$ cat config.mk
export PLATFORM = sky130hd
export DESIGN_NAME = rca_cell
export DESIGN_NICKNAME = d
export VERILOG_FILES = /design/src/rtl/rca_cell_pkg.sv /design/src/rtl/rca_cell_rst_sync.sv /design/src/rtl/rca_cell_cfg_store.sv /design/src/rtl/rca_cell_regfile.sv /design/src/rtl/rca_cell_alu.sv /design/src/rtl/rca_cell.sv
export SDC_FILE = /design/constraint.sdc
export NUM_CORES = 1
export LEC_CHECK = 0
export BUFFER_PORTS_ARGS = -buffer_cell sky130_fd_sc_hd__buf_2
export CAP_MARGIN = 15
export CORE_AREA = 2 2 218 220
export DETAILED_ROUTE_END_ITERATION = 10
export DIE_AREA = 0 0 220 222
export SLEW_MARGIN = 10
export SYNTH_ARGS = -nofsm -noshare
export SYNTH_HDL_FRONTEND = slang
export SYNTH_SLANG_ARGS = --single-unit
$ cat constraint.sdc
create_clock -name clk_i -period 13.6 [get_ports clk_i]
set_input_delay 2.72 -clock clk_i [delete_from_list [all_inputs] [get_ports clk_i]]
set_output_delay 2.72 -clock clk_i [all_outputs]
set_load 0.02 [all_outputs]
$ cat src/rtl/rca_cell_pkg.sv
package rca_cell_pkg;

  localparam int CTX_N = 4;
  localparam int CTX_W = $clog2(CTX_N);
  localparam int REG_N = 4;
  localparam int REG_W = $clog2(REG_N);
  localparam int OP_W  = 4;
  localparam int SEL_W = 3;
  localparam int IMM_W = 8;

  typedef enum logic [OP_W-1:0] {
    OP_NOP  = 4'd0,
    OP_ADD  = 4'd1,
    OP_SUB  = 4'd2,
    OP_AND  = 4'd3,
    OP_OR   = 4'd4,
    OP_XOR  = 4'd5,
    OP_SHL  = 4'd6,
    OP_SHR  = 4'd7,
    OP_MUL  = 4'd8,
    OP_CLT  = 4'd9,
    OP_PASS = 4'd10
  } op_e;

  typedef enum logic [SEL_W-1:0] {
    SRC_NORTH = 3'd0,
    SRC_EAST  = 3'd1,
    SRC_SOUTH = 3'd2,
    SRC_WEST  = 3'd3,
    SRC_REG   = 3'd4,
    SRC_IMM   = 3'd5,
    SRC_FB    = 3'd6,
    SRC_ZERO  = 3'd7
  } src_e;

  typedef struct packed {
    logic [OP_W-1:0]  op;
    logic [SEL_W-1:0] src_a;
    logic [SEL_W-1:0] src_b;
    logic [REG_W-1:0] ra_a;
    logic [REG_W-1:0] ra_b;
    logic             rf_we;
    logic [REG_W-1:0] rf_wa;
    logic             out_en;
    logic             pred_en;
    logic [IMM_W-1:0] imm;
  } cfg_t;

  localparam int   CFG_W   = $bits(cfg_t);
  localparam cfg_t CFG_IDLE = '0;

endpackage

$ cat src/rtl/rca_cell_rst_sync.sv
module rca_cell_rst_sync (
  input  logic clk_i,
  input  logic rst_ni,
  output logic rst_sync_no
);

  logic [1:0] stage_q;
  logic [1:0] stage_d;

  always_comb begin
    stage_d = {stage_q[0], 1'b1};
  end

  always_ff @(posedge clk_i or negedge rst_ni) begin
    if (!rst_ni) begin
      stage_q <= '0;
    end else begin
      stage_q <= stage_d;
    end
  end

  assign rst_sync_no = stage_q[1];

endmodule

$ cat src/rtl/rca_cell_cfg_store.sv
module rca_cell_cfg_store
  import rca_cell_pkg::*;
#(
  parameter int NCTX = CTX_N,
  localparam int IW  = $clog2(NCTX)
) (
  input  logic             clk_i,
  input  logic             rst_ni,
  input  logic [IW-1:0]    sel_i,
  output cfg_t             ctx_o,
  input  logic             ld_valid_i,
  output logic             ld_ready_o,
  input  logic [IW-1:0]    ld_idx_i,
  input  logic [CFG_W-1:0] ld_word_i
);

  logic          pend_q;
  logic          pend_d;
  logic [IW-1:0] pend_idx_q;
  cfg_t          pend_word_q;
  logic          accept;
  logic [NCTX-1:0] slot_we;
  cfg_t          slot_w [NCTX];

  assign ld_ready_o = !pend_q;
  assign accept     = ld_valid_i && ld_ready_o;

  always_comb begin
    pend_d = accept;
  end

  always_ff @(posedge clk_i or negedge rst_ni) begin
    if (!rst_ni) begin
      pend_q <= 1'b0;
    end else begin
      pend_q <= pend_d;
    end
  end

  always_ff @(posedge clk_i or negedge rst_ni) begin
    if (!rst_ni) begin
      pend_idx_q  <= '0;
      pend_word_q <= CFG_IDLE;
    end else if (accept) begin
      pend_idx_q  <= ld_idx_i;
      pend_word_q <= cfg_t'(ld_word_i);
    end
  end

  for (genvar g = 0; g < NCTX; g++) begin : g_slot
    cfg_t slot_q;
    assign slot_we[g] = pend_q && (pend_idx_q == IW'(g));
    always_ff @(posedge clk_i or negedge rst_ni) begin
      if (!rst_ni) begin
        slot_q <= CFG_IDLE;
      end else if (slot_we[g]) begin
        slot_q <= pend_word_q;
      end
    end
    assign slot_w[g] = slot_q;
  end

  assign ctx_o = slot_w[sel_i];

  AST_LOAD_GAP: assert property (@(posedge clk_i) disable iff (!rst_ni)
    accept |=> !ld_ready_o);

  AST_LOAD_REOPEN: assert property (@(posedge clk_i) disable iff (!rst_ni)
    !ld_ready_o |=> ld_ready_o);

  AST_PENDING_NOT_SELECTED: assert property (@(posedge clk_i) disable iff (!rst_ni)
    pend_q |-> (sel_i != pend_idx_q));

  AST_ONE_SLOT_WRITTEN: assert property (@(posedge clk_i) disable iff (!rst_ni)
    $onehot0(slot_we));

endmodule

$ cat src/rtl/rca_cell_regfile.sv
module rca_cell_regfile #(
  parameter int DW   = 16,
  parameter int NREG = 4,
  localparam int AW  = $clog2(NREG)
) (
  input  logic          clk_i,
  input  logic          rst_ni,
  input  logic [AW-1:0] ra_a_i,
  input  logic [AW-1:0] ra_b_i,
  output logic [DW-1:0] rd_a_o,
  output logic [DW-1:0] rd_b_o,
  input  logic          we_i,
  input  logic [AW-1:0] wa_i,
  input  logic [DW-1:0] wd_i
);

  logic [DW-1:0]   ent_w [NREG];
  logic [NREG-1:0] ent_we;

  for (genvar g = 0; g < NREG; g++) begin : g_ent
    logic [DW-1:0] ent_q;
    assign ent_we[g] = we_i && (wa_i == AW'(g));
    always_ff @(posedge clk_i or negedge rst_ni) begin
      if (!rst_ni) begin
        ent_q <= '0;
      end else if (ent_we[g]) begin
        ent_q <= wd_i;
      end
    end
    assign ent_w[g] = ent_q;
  end

  assign rd_a_o = ent_w[ra_a_i];
  assign rd_b_o = ent_w[ra_b_i];

  AST_RF_SINGLE_WRITE: assert property (@(posedge clk_i) disable iff (!rst_ni)
    $onehot0(ent_we));

  AST_RF_WRITE_LANDS: assert property (@(posedge clk_i) disable iff (!rst_ni)
    (we_i && (wa_i == ra_a_i)) |=> (rd_a_o == $past(wd_i)) || (ra_a_i != $past(ra_a_i)));

endmodule

$ cat src/rtl/rca_cell_alu.sv
module rca_cell_alu
  import rca_cell_pkg::*;
#(
  parameter int          DW    = 16,
  parameter logic [15:0] OP_EN = 16'h07FE,
  localparam int         SHW   = $clog2(DW)
) (
  input  logic [OP_W-1:0] op_i,
  input  logic [DW-1:0]   a_i,
  input  logic [DW-1:0]   b_i,
  output logic [DW-1:0]   res_o,
  output logic            sup_o,
  output logic            cmp_o
);

  logic [DW-1:0]  mul_lo;
  logic [SHW-1:0] sh_amt;

  assign sh_amt = b_i[SHW-1:0];

  if (OP_EN[OP_MUL]) begin : g_mul
    assign mul_lo = a_i * b_i;
  end else begin : g_no_mul
    assign mul_lo = '0;
  end

  always_comb begin
    sup_o = (op_i >= OP_ADD) && (op_i <= OP_PASS) && OP_EN[op_i];
    cmp_o = sup_o && (op_i == OP_CLT);
  end

  always_comb begin
    res_o = '0;
    case (op_i)
      OP_ADD:  res_o = a_i + b_i;
      OP_SUB:  res_o = a_i - b_i;
      OP_AND:  res_o = a_i & b_i;
      OP_OR:   res_o = a_i | b_i;
      OP_XOR:  res_o = a_i ^ b_i;
      OP_SHL:  res_o = a_i << sh_amt;
      OP_SHR:  res_o = a_i >> sh_amt;
      OP_MUL:  res_o = mul_lo;
      OP_CLT:  res_o = {{(DW-1){1'b0}}, (a_i < b_i)};
      OP_PASS: res_o = a_i;
      default: res_o = '0;
    endcase
  end

  always_comb begin
    if (cmp_o) begin
      AST_CMP_IS_BIT: assert (res_o[DW-1:1] == '0);
    end
  end

endmodule

$ cat src/rtl/rca_cell.sv
module rca_cell
  import rca_cell_pkg::*;
#(
  parameter int          DW    = 16,
  parameter logic [15:0] OP_EN = 16'h07FE
) (
  input  logic             clk_i,
  input  logic             rst_ni,
  input  logic [CTX_W-1:0] ctx_sel_i,
  input  logic [DW-1:0]    nbr_n_i,
  input  logic [DW-1:0]    nbr_e_i,
  input  logic [DW-1:0]    nbr_s_i,
  input  logic [DW-1:0]    nbr_w_i,
  input  logic             pred_i,
  input  logic             cfg_valid_i,
  output logic             cfg_ready_o,
  input  logic [CTX_W-1:0] cfg_idx_i,
  input  logic [CFG_W-1:0] cfg_word_i,
  output logic [DW-1:0]    out_o,
  output logic             pred_o
);

  logic          rst_n;
  cfg_t          cur;
  logic [DW-1:0] rf_a, rf_b;
  logic [DW-1:0] opnd_a, opnd_b;
  logic [DW-1:0] alu_res;
  logic          alu_sup, alu_cmp;
  logic          exec;
  logic          rf_we;
  logic [DW-1:0] out_q, out_d;
  logic          pred_q, pred_d;
  logic [DW-1:0] imm_ext;

  rca_cell_rst_sync u_rst (
    .clk_i       (clk_i),
    .rst_ni      (rst_ni),
    .rst_sync_no (rst_n)
  );

  rca_cell_cfg_store #(.NCTX(CTX_N)) u_store (
    .clk_i      (clk_i),
    .rst_ni     (rst_n),
    .sel_i      (ctx_sel_i),
    .ctx_o      (cur),
    .ld_valid_i (cfg_valid_i),
    .ld_ready_o (cfg_ready_o),
    .ld_idx_i   (cfg_idx_i),
    .ld_word_i  (cfg_word_i)
  );

  rca_cell_regfile #(.DW(DW), .NREG(REG_N)) u_rf (
    .clk_i  (clk_i),
    .rst_ni (rst_n),
    .ra_a_i (cur.ra_a),
    .ra_b_i (cur.ra_b),
    .rd_a_o (rf_a),
    .rd_b_o (rf_b),
    .we_i   (rf_we),
    .wa_i   (cur.rf_wa),
    .wd_i   (alu_res)
  );

  assign imm_ext = {{(DW-IMM_W){1'b0}}, cur.imm};

  function automatic logic [DW-1:0] pick(
    input logic [SEL_W-1:0] sel,
    input logic [DW-1:0]    n, e, s, w, rf, imm, fb
  );
    logic [DW-1:0] v;
    case (sel)
      SRC_NORTH: v = n;
      SRC_EAST:  v = e;
      SRC_SOUTH: v = s;
      SRC_WEST:  v = w;
      SRC_REG:   v = rf;
      SRC_IMM:   v = imm;
      SRC_FB:    v = fb;
      default:   v = '0;
    endcase
    return v;
  endfunction

  always_comb begin
    opnd_a = pick(cur.src_a, nbr_n_i, nbr_e_i, nbr_s_i, nbr_w_i, rf_a, imm_ext, out_q);
    opnd_b = pick(cur.src_b, nbr_n_i, nbr_e_i, nbr_s_i, nbr_w_i, rf_b, imm_ext, out_q);
  end

  rca_cell_alu #(.DW(DW), .OP_EN(OP_EN)) u_alu (
    .op_i  (cur.op),
    .a_i   (opnd_a),
    .b_i   (opnd_b),
    .res_o (alu_res),
    .sup_o (alu_sup),
    .cmp_o (alu_cmp)
  );

  always_comb begin
    exec   = alu_sup && (!cur.pred_en || pred_i);
    rf_we  = exec && cur.rf_we;
    out_d  = (exec && cur.out_en) ? alu_res : out_q;
    pred_d = (exec && alu_cmp) ? alu_res[0] : pred_q;
  end

  always_ff @(posedge clk_i or negedge rst_n) begin
    if (!rst_n) begin
      out_q  <= '0;
      pred_q <= 1'b0;
    end else begin
      out_q  <= out_d;
      pred_q <= pred_d;
    end
  end

  assign out_o  = out_q;
  assign pred_o = pred_q;

  AST_PRED_SUPPRESS: assert property (@(posedge clk_i) disable iff (!rst_n)
    (cur.pred_en && !pred_i) |=> ($stable(out_o) && $stable(pred_o)));

  AST_NOP_QUIET: assert property (@(posedge clk_i) disable iff (!rst_n)
    !alu_sup |=> ($stable(out_o) && $stable(pred_o)));

  AST_OUT_NEXT_EDGE: assert property (@(posedge clk_i) disable iff (!rst_n)
    (exec && cur.out_en) |=> (out_o == $past(alu_res)));

  AST_OUT_HELD: assert property (@(posedge clk_i) disable iff (!rst_n)
    !cur.out_en |=> $stable(out_o));

endmodule

==> out/results.tsv <==
metric	value	unit
leading cell types by count after synthesis	221 x dfrtp_1, 218 x mux2_2, 171 x inv_1, 140 x nor2_1, 137 x nand2_1	
CTS root buffer	clkbuf_16	
clock-pin transition on the worst setup and hold timing paths	0.06	ns
cts hold-fix bufs	0	
Synth Flop Type	dfrtp_1	
core area	46300	µm²
leading post-synthesis cells by cell area	dfrtp_1 30%, mux2_2 13%, fa_1 8.9%, mux4_2 6.7%, ha_1 6.6%	
initial antenna violation count	1	
full die area	48800	µm²
share of cells above drive strength 1	26.6	%
vias in the first global route	15200	
vias	14700	
area grow syn2layout	10.6	%
Total GRT Usage	25.0	%
slowest stage delay, CP	0.95	ns
Post-CTS Setup Inserts	0	
IO Pins	117	
DR pass1 iterations	7	
Final Max Tran Viols	0	
sum of negative setup slack	0	ns
post-synth cell types	88	
#FFs+latches synth	221	
Least-Margin Pin Slew	1.01	ns
cell breakdown of the critical path	buf_2 > mux4_2 > nor3b_2 > nand2_1 > o2111ai_4 > buf_4 > nand2_1 > fa_1 > fa_1 > fa_1 > fa_1 > inv_1 > fa_1 > inv_1 > fa_1 > inv_1 > ha_1 > nand2_1 > o21ai_0 > a31oi_1 > xnor2_1 > a211oi_2 > o21ai_1 > mux2_2	
most numerous cell on the critical path	fa_1	
Die Y-Extent	222	µm
CP required	13.99	ns
Skew-Pair Late Insertion Delay	0.51	ns
XOR/XNOR Fraction of Synth Area	2.05	%
DRT antenna net count	0	
IO buf count	116	
post-CTS sizing	0	
worst path bufs/invs	5	
GRT overflow	0	
first-pass GRT wire length	93500	µm
final hold violation count	0	
asr flop ratio synth	100	%
Max Cap Violations	0	
TritonCTS buffer count	24	
Critical Path Slowest Stage Cell	mux4_2	
fmax	0.0891	GHz
row cnt	79	
setup violators final	0	
fin cells	2475	
Post-route DRC	0	
starting density of the core	39.9	%
Netlist Area Pre-Place	18400	µm²
Cells after DPL	2432	
WL final	61000	µm
sequential area share after synthesis	30.0	%
synth warn	0	
fraction of the mapped netlist area in simple logic gates	9.03	%
Max Root-Sink Buffers	3	
H-tree depth	1	
CP Capture Type	flop	
placer congestion estimate	0.977	
Hold Crit Class	reg -> reg	
adder and majority gate portion of the synthesized area	15.5	%
Syn Inst Count	1769	
crit-path leading delay family	adder cells	
main combinational cell family by area after synthesis	multiplexers	
Die W	220	µm
post-synth top area share	30.0	%
Sink Count	221	
diode count	0	
minimum clock period	11.22	ns
mux contribution to synthesized area	23.7	%
Max FO, Critical Path	42	
via density per instance	5.95	
crit share post-route	82.5	%
relative max-transition margin	32.5	%
Mean Syn Cell Area	10.4	µm²
post-synth top area cell	dfrtp_1	
EDFF count, synth	0	
Net Count, Synth	2048	
critical path class	in -> reg	
RSZ-0062 raised after global routing	no	
status	finished, final reports clean	
most numerous cell in the Yosys netlist	dfrtp_1	
DR WL/cell	24.7	µm
Worst setup SP type	primary input	
Synth Area in Compound Gates	13.4	%
largest net degree at the start of global routing	87	
CP Data Arrival Time	11.61	ns
DRT iter0 DRCs	1620	
Clock Skew	0.00884	ns
hpwl dp	46400	µm
CTS tree	yes	
Post-layout nets	2131	
-- final cells by class --
class,instances,area [µm²]
clock inverter,5,57.6
timing repair buffer,151,863
fill,4383,25800
multi-input combinational,1275,11800
inverter,179,674
clock buffer,37,741
sequential,221,5530
tap,607,759
-- flip-flops by register name, summed over array words and instances, names as in the netlist --
| name | cells |
|---|---|
| u_rst.stage_q | 2 |
| out_o | 16 |
| pred_o | 1 |
| u_store.pend_idx_q | 2 |
| u_store.g_slot.slot_q | 108 |
| u_rf.g_ent.ent_q | 64 |
| u_store.pend_word_q | 27 |
| u_store.pend_q | 1 |
-- metrics by stage --
step                instance area (µm²)  hold WS, ns  util (%)  setup slack [ns]
floorplan                         18400        0.331         -              3.17
global placement                  19600        0.336      42.3              1.96
detailed placement                19600        0.344      42.3              1.89
finish                            20400        0.352      44.1              2.38
CTS                               20400        0.356      44.1              2.42
global route                      20400        0.361      44.1              1.90
-- per-layer routing --
layer / up-vias / global-route usage [%] / part of all wire, % / wire length (µm)
met5: - / 0 / 0.021 / 13
met4: 2 / 11.3 / 5.0 / 3080
met3: 163 / 3.79 / 6.9 / 4200
met2: 654 / 41.3 / 48 / 29300
met1: 7429 / 32.3 / 40 / 24500
li1: 6479 / - / - / -
-- kinds of logic (layout without fill, tap and decap cells) --
logic type,after synthesis,in the layout
AND/OR/NAND/NOR,378,378
AO/OA/AOI/OAI,344,344
multiplexers,332,332
buffers and inverters,273,372
flip-flops,221,221
adder cells (fa/ha/maj),180,180
XOR/XNOR,40,40
other,1,1
-- path summary, 6_finish.rpt --
| kind | end | cells past startpoint | slack [ns] | start |
|---|---|---|---|---|
| hold / removal | u_rst.stage_q[1] | 0 | 0.35 | u_rst.stage_q[0] |
| hold reg to reg | u_rst.stage_q[1] | 0 | 0.35 | u_rst.stage_q[0] |
| setup / recovery | u_rf.g_ent[2].ent_q[14] | 24 | 2.38 | ctx_sel_i[0] |
| max in group asynchronous | u_store.pend_word_q[12] | 3 | 10.97 | u_rst.stage_q[1] |
| min in group asynchronous | u_store.g_slot[0].slot_q[3] | 0 | 0.42 | u_rst.stage_q[1] |
| setup reg to reg | u_rf.g_ent[2].ent_q[14] | 23 | 4.96 | u_store.g_slot[2].slot_q[17] |
-- cell usage in the layout (no fill, tap or decap), types with 15 or more instances in the layout --
| cell type | instances |
|---|---|
| mux4_2 | 55 |
| o221ai_1 | 21 |
| nand3_1 | 17 |
| a22oi_1 | 20 |
| nand2_1 | 137 |
| clkbuf_16 | 25 |
| o22ai_1 | 15 |
| o21ai_0 | 47 |
| buf_2 | 116 |
| a21oi_1 | 68 |
| inv_1 | 171 |
| mux2_2 | 218 |
| mux2i_1 | 52 |
| buf_4 | 34 |
| fa_1 | 82 |
| nor2_1 | 140 |
| a31oi_1 | 18 |
| dfrtp_1 | 220 |
| nor2b_1 | 21 |
| ha_1 | 98 |
| xnor2_1 | 30 |
-- worst register-to-register path, stage by stage, from the launching register on --
cell and delay, ns:
dfrtp_1 0.38, mux4_2 0.82, nor3b_2 0.93, nand2_1 0.22, o2111ai_4 0.31, buf_4 0.54
nand2_1 0.17, fa_1 0.56, fa_1 0.53, fa_1 0.54, fa_1 0.55, inv_1 0.06
fa_1 0.48, inv_1 0.05, fa_1 0.48, inv_1 0.04, ha_1 0.33, nand2_1 0.07
o21ai_0 0.30, a31oi_1 0.16, xnor2_1 0.19, a211oi_2 0.25, o21ai_1 0.23, mux2_2 0.34
Power is left out: the tool's default activity adds up to more than one toggle a clock period on the data nets, which glitch-free logic cannot reach.
